`src/rtl/nco_tuning_regs.sv`:
```
module nco_tuning_regs #(
  parameter int DW = 8,
  parameter int FW = 32,
  parameter int PW = 12
) (
  input  logic          clk,
  input  logic          rst_n,
  input  logic          cs_n,
  input  logic          wr_strobe,
  input  logic [3:0]    addr,
  input  logic [DW-1:0] data,
  output logic [FW-1:0] freq_a,
  output logic [FW-1:0] freq_b,
  output logic [PW-1:0] phase_ofs
);
  localparam int LANES = FW / DW;
  localparam int LW    = $clog2(LANES);
  localparam int NIB   = DW / 2;

  logic strb_q;
  logic wr_en;
  logic [LW-1:0] lane;

  assign wr_en = wr_strobe & ~strb_q & ~cs_n;
  assign lane  = addr[LW-1:0];

  always_ff @(posedge clk or negedge rst_n)
    if (!rst_n) strb_q <= 1'b0;
    else        strb_q <= wr_strobe;

  always_ff @(posedge clk or negedge rst_n) begin
    if (!rst_n) begin
      freq_a    <= '0;
      freq_b    <= '0;
      phase_ofs <= '0;
    end else if (wr_en) begin
      if (!addr[3]) begin
        if (addr[2]) freq_b[lane*DW +: DW] <= data;
        else         freq_a[lane*DW +: DW] <= data;
      end else if (!addr[1]) begin
        if (addr[0]) phase_ofs[PW-1:NIB] <= data;
        else         phase_ofs[NIB-1:0]  <= data[DW-1:NIB];
      end
    end
  end

  assert_cs_blocks_R1: assert property (@(posedge clk) disable iff (!rst_n)
    cs_n |=> ($stable(freq_a) && $stable(freq_b) && $stable(phase_ofs)));

  assert_no_edge_no_write_R2: assert property (@(posedge clk) disable iff (!rst_n)
    (!wr_strobe || strb_q) |=> ($stable(freq_a) && $stable(freq_b) && $stable(phase_ofs)));

  assert_bank_a_lane_R3: assert property (@(posedge clk) disable iff (!rst_n)
    (wr_strobe && !strb_q && !cs_n && addr[3:2] == 2'b00)
      |=> (freq_a[$past(lane)*DW +: DW] == $past(data) && $stable(freq_b) && $stable(phase_ofs)));

  assert_bank_b_lane_R3: assert property (@(posedge clk) disable iff (!rst_n)
    (wr_strobe && !strb_q && !cs_n && addr[3:2] == 2'b01)
      |=> (freq_b[$past(lane)*DW +: DW] == $past(data) && $stable(freq_a) && $stable(phase_ofs)));

  assert_phase_low_R4: assert property (@(posedge clk) disable iff (!rst_n)
    (wr_strobe && !strb_q && !cs_n && addr[3] && addr[1:0] == 2'b00)
      |=> (phase_ofs[NIB-1:0] == $past(data[DW-1:NIB]) && $stable(phase_ofs[PW-1:NIB])));

  assert_phase_high_R5: assert property (@(posedge clk) disable iff (!rst_n)
    (wr_strobe && !strb_q && !cs_n && addr[3] && addr[1:0] == 2'b01)
      |=> (phase_ofs[PW-1:NIB] == $past(data) && $stable(phase_ofs[NIB-1:0])));

  assert_phase_hole_R6: assert property (@(posedge clk) disable iff (!rst_n)
    (addr[3] && addr[1]) |=> ($stable(freq_a) && $stable(freq_b) && $stable(phase_ofs)));
endmodule

```
`config.mk`:
```
export PLATFORM = sky130hd
export DESIGN_NAME = nco_tuning_regs
export DESIGN_NICKNAME = d
export VERILOG_FILES = /design/src/rtl/nco_tuning_regs.sv
export SDC_FILE = /design/constraint.sdc
export NUM_CORES = 1
export LEC_CHECK = 0
export BUFFER_PORTS_ARGS = -buffer_cell sky130_fd_sc_hd__buf_2
export CORE_MARGIN = 3
export CORE_UTILIZATION = 51
export CTS_CLUSTER_DIAMETER = 30
export DETAILED_ROUTE_END_ITERATION = 12
export GPL_TIMING_DRIVEN = 0
export PLACE_DENSITY = 0.79
export SYNTH_ARGS = -nofsm -noshare
export SYNTH_HDL_FRONTEND = slang
export SYNTH_SLANG_ARGS = --single-unit
```
`constraint.sdc`:
```
create_clock -name clk -period 2 [get_ports clk]
set_input_delay 0.2 -clock clk [delete_from_list [all_inputs] [get_ports clk]]
set_output_delay 0.2 -clock clk [all_outputs]
set_load 0.05 [all_outputs]
```
After elaboration in Yosys (flattened, before gate mapping). Index checks and enable logic that the tools add are counted.

Input port bits: 16. Logic and storage cells: 22. Output and inout port bits: 76. Register bits after elaboration: 77.

Bitwise operators: 8. $add $sub $neg: 1. Muxes and demuxes: 2. Shift-type cells: 2. Reductions and logical operators: 4.

Operators with widths (count): bitwise mux 32 bit (2); negator 5 -> 34 bit (1); variable shift 8 x 34 -> 32 bit, first input constant (1); variable part select 8 x 34 -> 32 bit (1); AND reduction 4 bit (2); NOT 1 bit (6); AND reduction 3 bit (2); AND 1 bit (2).

Depth between registers and ports, before layout. Gate-level depths: netlist of run 1.

Word-level depth: 4. Mapped depth: 5. Depth with buffers taken out: 5.

Worst setup path after synthesis of run 1. Ideal clock, no wire load.

Path kind: input to register. From: in addr[0]. To: reg freq_b[0]. Path buffers: 0. Data arrival time: 1.557 ns. Path slack: 0.376 ns. Required time: 1.933 ns. Library setup time: 0.067 ns. Stages: 5. Cell sequence: inv_1 > ha_1 > or4bb_1 > nor3_4 > a22o_1.

Longest elaborated chain between the ends: 3. Elaborated cells on any way between the ends: 4. Classes of those cells: 1 x add/sub; 2 x shift; 1 x mux.

Ends and longest elaborated chain: start: declaration (line 10) `input logic [3:0] addr,`; negator 5 -> 34 bit * (line 38) `if (addr[2]) freq_b[lane*DW +: DW] <= data;`; variable part select 8 x 34 -> 32 bit or variable shift 8 x 34 -> 32 bit (tied branches) (line 38); bitwise mux 32 bit * (line 38); end signal: indexed assignment (line 38); end: declaration (line 13) `output logic [FW-1:0] freq_b,`.

Every way passes the cells marked *; elsewhere a longest branch is shown, timed or not. A chain may end at the register's enable or synchronous reset.

Worst setup path in the final report of run 1.
From: reg strb_q. To: reg freq_b[20].

Longest elaborated chain between the ends: 4.

Ends and longest elaborated chain: start: declaration (line 20) `logic strb_q;`; start signal: assignment (line 29) `else strb_q <= wr_strobe;`; NOT 1 bit (line 24) `assign wr_en = wr_strobe & ~strb_q & ~cs_n;`; AND 1 bit (2 in series) (line 24); AND reduction 3 bit (no line).

No other way between the ends.

==> results.yml, run 1 <==
status:
  outcome: "finished, final reports clean"
worst_setup_path:
  crit_fanout: 8
  cp-end-kind: "register"
  arrival_ns: 1.96
  slowest_stage: "dfrtp_1"
  reg2reg_slack_ns: 0.27
  path_class: "reg2reg"
  crit_start: "strb_q"
  cpPeakStageDelay_ns: 0.44
  r2r_cells: 4
  path_cells: "nor4b_4 -> and3_1 -> buf_4 -> mux2_2"
  reg2reg_to: "freq_b[20]"
  worstSetupStartpointType: "register"
  critPathRequiredTime_ns: 2.23
  timing.rr.start: "strb_q"
finish:
  multi_input_area_mm2: 0.00125
  fill_cells: 462
  drive_gt1_frac: 0.563
  antenna_cells: 0
  final_util: 0.668
  fin_area_mm2: 0.00400
  nets: 335
  syn_to_final_growth_pct: 25.2
  final_common_cell: "buf_2"
  final_cell_mix: "90 x buf_2, 77 x dfrtp_1, 60 x mux2_2"
  regArea_mm2: 0.00193
hold_path:
  holdCritPathClass: "in2reg"
  hold_end: "strb_q"
  whs_path_depth: 1
  min-delay-start: "wr_strobe"
placed_design:
  gp_congestion: 0.741
  postPlaceCellArea_mm2: 0.00377
  hpwlAfterDp_mm: 5.21
  portBuffers: 91
global_route:
  grt_usage: 0.215
  grt_max_degree: 67
  grt_pass1_wl_mm: 12.0
  antenna_found_initial: 0
  grt_overflow: 0
  grt_pass1_vias: 2272
sta:
  slew_headroom: 0.484
  fin_crit_sh: 0.867
  slew_viol_final: 0
  hold_viol: 0
  finalCriticalPeriod_ns: 1.73
  setup_viol: 0
  hold_slack_ns: 0.0209
  finClkSkew_ns: 0.00493
  clock.fmax_ghz: 0.577
  worst_slew_pin_slew_ns: 0.773
  rsz0062_at_grt: "false"
synthesis:
  ys_warn_count: 0
  yosysTopAreaCellShare: 0.603
  synth_cells: 209
  synth_edf_count: 0
  syn_area_per_cell_um2: 15.3
  async_flop_share: 1.00
  syn-num-nets: 231
  yosysUniqueCellTypes: 21
  ys_seq_area_frac: 0.603
  synthesis.area_mm2: 0.00320
  synth_top_area_cell: "dfrtp_1"
  synthFlopType: "dfrtp_1"
  yosys_register_bits: 77
  synth_area_leaders: "dfrtp_1 60%, mux2_2 21%, a22o_1 4.4%"
power_and_ir_drop:
  pwr-share-clk: 0.343
  power_frac_comb: 0.181
  netSwitchingPower_mw: 1.07
  seq_power_share: 0.476
  sw_frac_of_total: 0.300
  ir_drop_mv: 0.601
  p_leak_nw: 2.25
  p_total_mw: 3.55
  intPower_mw: 2.49
  p_per_area_mw_per_mm2: 887
route:
  wl_per_cell_um: 18.6
  ant_nets: 0
  drc: 0
  dr.pass1.iters: 4
  drt_wl_total_mm: 7.30
  drt-initial-drc-count: 85
  viasPerCell: 5.39
  vias: 2117
clocking:
  postCtsSetupRepairBufs: 0
  htree_levels: 3
  clockBufferDepth: 2
  cts_root_buf: "clkbuf_8"
  cts_inserted_buffers: 9
  cts_tree: "yes"
  clkLatencyLatePin_ns: 0.34
  clk_pin_slew_ns: 0.08
  cts.sinks: 77
floorplanning:
  die_w_um: 85.2
  floorplan.initialDensity: 0.533
  core-area_mm2: 0.00599
  placementRows: 28
  io_pins: 92
  design.die.area_mm2: 0.00725
  die_h_um: 85.2
flow_run:
  max_cap_viol_count: 0
per-layer routing:
| layer | part of all wire | vias up | track usage |
|---|---|---|---|
| met3 | 0.069 | 7 | 0.0563 |
| met4 | 0.012 | 0 | 0.0777 |
| met1 | 0.44 | 1076 | 0.291 |
| met5 | 0 | - | 0 |
| li1 | - | 965 | - |
| met2 | 0.48 | 69 | 0.336 |
how the worst max path moves through the flow:
stage                            end  slack [ns]
after floorplan            freq_b[0]        0.38
after global placement    freq_b[16]       -0.26
after detailed placement  freq_a[16]       -0.21
after CTS                 freq_a[16]        0.04
after global routing      freq_b[27]        0.16
final                     freq_b[20]        0.27
worst max-delay path: cells and delay by family, from the launching register on:
kind	cells	cell delay (ns)
buffers and inverters	1	0.18
flip-flops	1	0.44
multiplexers	1	0.35
AND/OR/NAND/NOR	2	0.66
flip-flops by register name (all words and copies together) (netlist names):
| register | flops |
|---|---|
| phase_ofs | 12 |
| freq_a | 32 |
| strb_q | 1 |
| freq_b | 32 |
final cells by class:
class	instances	share of cell area
buffer	2	0.00375
clock buffer	12	0.0413
clock inverter	4	0.0113
inverter	3	0.00281
multi-input combinational	127	0.312
sequential	77	0.482
tap	75	0.0235
timing repair buffer	93	0.124
per-stage QoR:
| step | instances | TNS, ns | setup WS (ns) |
|---|---|---|---|
| 6_report | 393 | 0 | 0.266 |
| 5_1_grt | 393 | 0 | 0.155 |
| 4_1_cts | 393 | 0 | 0.0353 |
| 3_5_place_dp | 376 | -3.31 | -0.209 |
| 3_3_place_gp | 375 | -4.00 | -0.256 |
| 2_1_floorplan | 209 | 0 | 0.376 |
power groups by stage:
stage	Combinational [mW]	Clock (mW)	Sequential, mW
floorplan	0.124	0	2.03
global placement	0.628	0	1.71
detailed placement	0.648	0	1.72
CTS	0.650	1.24	1.69
global route	0.678	1.30	1.70
finish	0.643	1.22	1.69
cells in the mapped netlist, types with 3 or more instances:
library cell / count
mux2_2: 60
ha_1: 6
dfrtp_1: 77
and3b_1: 3
and2_1: 22
a22o_1: 16
nand2_1: 3
inv_1: 3
kinds of logic (layout without fill, tap and decap cells):
logic type      count (synthesis)  after routing  share of synthesized area
flops                          77             77                      0.603
compound gates                 16             16                     0.0439
mux                            60             60                      0.211
buf+inv                         5            114                    0.00822
simple gates                   45             45                      0.110
fa+ha+maj                       6              6                     0.0235
repair_timing:
| item | in CTS | in global routing |
|---|---|---|
| endpoints found under the hold margin | 11 | 0 |
| hold buffers | 1 | 0 |
| resized for setup | 0 | 1 |
| endpoints found under the setup margin | 0 | 16 |
Note: power is estimated with default switching activity, not from simulation.
==> inputs of run 2 (changes only) <==
Settings changed: RECOVER_POWER from default to 25.
==> run 2 against run 1 <==
Compared with the run above: cell count unchanged; power is 0.11% higher; global-route usage is the same; setup slack worse by 0.0021 ns; critical path depth unchanged; maximum frequency shrank 0.12%; sequential power about the same; largest power group unchanged; highest routed layer unchanged.
==> results.yml, run 2 (synthesis gave the netlist of run 1 again) <==
status:
  outcome: "finished, final reports clean"
power_and_ir_drop:
  p_per_area_mw_per_mm2: 889
  ir_drop_mv: 0.601
  p_leak_nw: 2.25
  p_total_mw: 3.55
global_route:
  grt_pass1_wl_mm: 12.0
  grt_usage: 0.215
  grt_max_degree: 67
  antenna_found_initial: 0
  grt_pass1_vias: 2272
  grt_overflow: 0
route:
  drt-initial-drc-count: 85
  dr.pass1.iters: 5
  drc: 0
  wl_per_cell_um: 18.6
  vias: 2115
  drt_wl_total_mm: 7.31
  viasPerCell: 5.38
  ant_nets: 0
finish:
  final_util: 0.667
  final_common_cell: "buf_2"
  nets: 335
  syn_to_final_growth_pct: 25.1
  drive_gt1_frac: 0.557
  antenna_cells: 0
  final_cell_mix: "89 x buf_2, 77 x dfrtp_1, 60 x mux2_2"
  fin_area_mm2: 0.00400
  reg_top3: "freq_a x32, freq_b x32, phase_ofs x12"
sta:
  clock.fmax_ghz: 0.576
  slew_viol_final: 0
  hold_slack_ns: 0.0416
  hold_viol: 0
  fin_crit_sh: 0.868
  worst_slew_pin_slew_ns: 0.821
  setup_viol: 0
  rsz0062_at_grt: "false"
  finClkSkew_ns: 0.00675
  finalCriticalPeriod_ns: 1.74
  slew_headroom: 0.453
  setup-tns-final_ns: 0
flow_run:
  max_cap_viol_count: 0
worst_setup_path:
  path_class: "reg2reg"
  crit_fanout: 8
  critPathRequiredTime_ns: 2.23
  worstSetupStartpointType: "register"
  cp-end-kind: "register"
  arrival_ns: 1.96
hold_path:
  holdCritPathClass: "in2reg"
clocking:
  cts_tree: "yes"
  postCtsSetupRepairBufs: 0
  cts_inserted_buffers: 9
  clk_pin_slew_ns: 0.08
  clkLatencyLatePin_ns: 0.35
  cts.sinks: 77
  clockBufferDepth: 2
  htree_levels: 3
  cts_root_buf: "clkbuf_8"
floorplanning:
  placementRows: 28
  core-area_mm2: 0.00599
  design.die.area_mm2: 0.00725
  die_h_um: 85.2
  io_pins: 92
  floorplan.initialDensity: 0.533
  die_w_um: 85.2
placed_design:
  portBuffers: 91
  postPlaceCellArea_mm2: 0.00377
  hpwlAfterDp_mm: 5.21
  gp_congestion: 0.741
==> run 2: final timing paths <==
kind / cells past startpoint / from / slack (ns) / end
min in group asynchronous: 2 / rst_n / 0.46 / freq_b[8]
hold reg to reg: 1 / phase_ofs[0] / 0.50 / phase_ofs[0]
setup / recovery: 4 / strb_q / 0.26 / freq_b[20]
setup reg to reg: 4 / strb_q / 0.26 / freq_b[20]
hold / removal: 1 / wr_strobe / 0.04 / strb_q
max in group asynchronous: 3 / rst_n / 0.75 / freq_b[24]
==> run 2: report_power, final <==
group | total [mW] | internal (mW) | switching, mW
logic | 0.642 | 0.167 | 0.475
registers | 1.69 | 1.64 | 0.0441
clock network | 1.22 | 0.673 | 0.551
==> run 2: critical path, stage by stage (launching register included) <==
cell and delay (ns):
dfrtp_1 0.44, nor4b_4 0.44, and3_1 0.22, buf_4 0.18
mux2_2 0.35
==> run 2: routing by layer <==
layer | wire [um] | vias to the layer above | GRT usage
met4 | 92 | 0 | 0.0777
met2 | 3460 | 67 | 0.336
met1 | 3260 | 1075 | 0.291
met3 | 504 | 8 | 0.0563
met5 | 0 | - | 0
li1 | - | 965 | -
==> run 2: final cells by class <==
cell class / count / area (um^2)
multi-input cells: 127 / 1250
fillers: 462 / 1990
flip-flops and latches: 77 / 1930
clock inverters: 4 / 45.0
plain buffers: 2 / 15.0
repair buffers: 93 / 490
clock buffers: 12 / 165
well taps: 75 / 93.8
inverters: 3 / 11.3
==> run 2: stage by stage <==
| step | instances | setup WS, ns |
|---|---|---|
| after global routing | 393 | 0.155 |
| final | 393 | 0.264 |
| after global placement | 375 | -0.256 |
| after CTS | 393 | 0.0353 |
| after detailed placement | 376 | -0.209 |
| after floorplan | 209 | 0.376 |
==> run 2: what timing repair did <==
| item | 4_1_cts | 5_1_grt |
|---|---|---|
| gates resized for setup | 0 | 1 |
| hold buffers | 1 | 0 |
| setup endpoints to repair | 0 | 16 |
| hold endpoints to repair | 11 | 0 |
==> inputs of run 3 (changes only) <==
Settings changed: CORE_MARGIN 3 to 5.
==> run 3 against run 2 <==
Compared with the run above: power decreased by 1.6%; clock power down 4%; combinational power barely moved; setup slack got worse by 0.057 ns.
==> results.yml, run 3 (synthesis gave the netlist of run 1 again) <==
global_route:
  grt_usage: 0.202
  grt_max_degree: 59
  antenna_found_initial: 0
  grt_pass1_vias: 2293
  grt_overflow: 0
  grt_pass1_wl_mm: 11.9
worst_setup_path:
  worstSetupStartpointType: "input pin"
  arrival_ns: 2.01
  path_class: "in2reg"
  cp-end-kind: "register"
  reg2reg_slack_ns: 0.30
  critPathRequiredTime_ns: 2.22
  crit_fanout: 8
hold_path:
  holdCritPathClass: "in2reg"
clocking:
  htree_levels: 3
  clk_pin_slew_ns: 0.07
  clockBufferDepth: 2
  cts_tree: "yes"
  cts_root_buf: "clkbuf_8"
  clkLatencyLatePin_ns: 0.34
  cts.sinks: 77
  postCtsSetupRepairBufs: 0
  cts_inserted_buffers: 9
route:
  dr.pass1.iters: 4
  drt_wl_total_mm: 7.25
  drc: 0
  drt-initial-drc-count: 63
  ant_nets: 0
  vias: 2140
  wl_per_cell_um: 18.4
  viasPerCell: 5.45
power_and_ir_drop:
  p_per_area_mw_per_mm2: 879
  p_leak_nw: 2.23
  ir_drop_mv: 0.735
  p_total_mw: 3.50
sta:
  setup_viol: 0
  rsz0062_at_grt: "false"
  clock.fmax_ghz: 0.558
  slew_headroom: 0.302
  worst_slew_pin_slew_ns: 1.05
  slew_viol_final: 0
  fin_crit_sh: 0.896
  hold_viol: 0
  finalCriticalPeriod_ns: 1.79
  finClkSkew_ns: 0.00813
  setup-tns-final_ns: 0
status:
  outcome: "finished, final reports clean"
finish:
  antenna_cells: 0
  nets: 336
  reg_top3: "freq_a x32, freq_b x32, phase_ofs x12"
  final_common_cell: "buf_2"
  final_cell_mix: "89 x buf_2, 77 x dfrtp_1, 60 x mux2_2"
  syn_to_final_growth_pct: 24.5
  drive_gt1_frac: 0.550
flow_run:
  max_cap_viol_count: 0
floorplanning:
  io_pins: 92
  design.die.area_mm2: 0.00795
  die_w_um: 89.2
  floorplan.initialDensity: 0.533
  die_h_um: 89.2
  core-area_mm2: 0.00599
  placementRows: 28
placed_design:
  hpwlAfterDp_mm: 5.14
  portBuffers: 91
  gp_congestion: 0.730
## run 3: cell count changes in the layout (fill, tap and decap cells not counted)
cell | before | now
clkinvlp_4 | 0 | 2
dlygate4sd3_1 | 1 | 2
buf_6 | 0 | 1
clkinv_2 | 3 | 0
clkbuf_8 | 12 | 11
buf_16 | 1 | 0
clkbuf_1 | 2 | 3
## run 3: path summary, 6_finish.rpt
kind                       startpoint      endpoint  cells after the start
max in group asynchronous       rst_n     freq_a[1]                      3
hold reg to reg            freq_a[28]    freq_a[28]                      1
setup reg to reg               strb_q    freq_b[13]                      4
setup / recovery            wr_strobe    freq_b[13]                      6
min in group asynchronous       rst_n  phase_ofs[0]                      2
hold / removal                data[3]     freq_a[3]                      2
## run 3: layout make-up
class                      instances  area [um^2]
timing repair buffer              94          484
multi-input combinational        127         1250
tap                               75         93.8
buffer                             2         15.0
fill                             448         2010
clock buffer                      12          155
sequential                        77         1930
clock inverter                     3         45.0
inverter                           3         11.3
## run 3: where the power goes
part,switching [mW],internal [mW]
combinational,0.474,0.164
clock,0.533,0.638
sequential,0.0435,1.64
total,1.05,2.45
## run 3: what timing repair did
item                                   in CTS  in global routing
hold buffers                                2                  0
resized for setup                           0                  1
endpoints found under the hold margin      20                  0
setup endpoints to repair                   0                 16
## run 3: stage by stage
stage               std cells  setup WS, ns  cell area, um^2  utilization  hold WS [ns]
detailed placement        376        -0.213             3770        0.630        0.0980
CTS                       393         0.150             4000        0.667         0.190
finish                    393         0.207             3980        0.664         0.209
floorplan                 209         0.376             3200            -       -0.0956
global placement          375        -0.200             3740        0.625         0.357
global route              393        0.0893             3980        0.664         0.191
## run 3: critical path, stage by stage
cell and delay [ns]:
dlygate4sd3_1 0.53, clkbuf_1 0.17, nor4b_4 0.38, and3_1 0.21, buf_4 0.17, mux2_2 0.34
## run 3: metal layers
| layer | track usage | vias to the layer above | routed length (um) |
|---|---|---|---|
| met4 | 0.0609 | 0 | 110 |
| met3 | 0.0765 | 13 | 658 |
| li1 | - | 966 | - |
| met5 | 0 | - | 0 |
| met1 | 0.265 | 1080 | 3190 |
| met2 | 0.312 | 81 | 3280 |
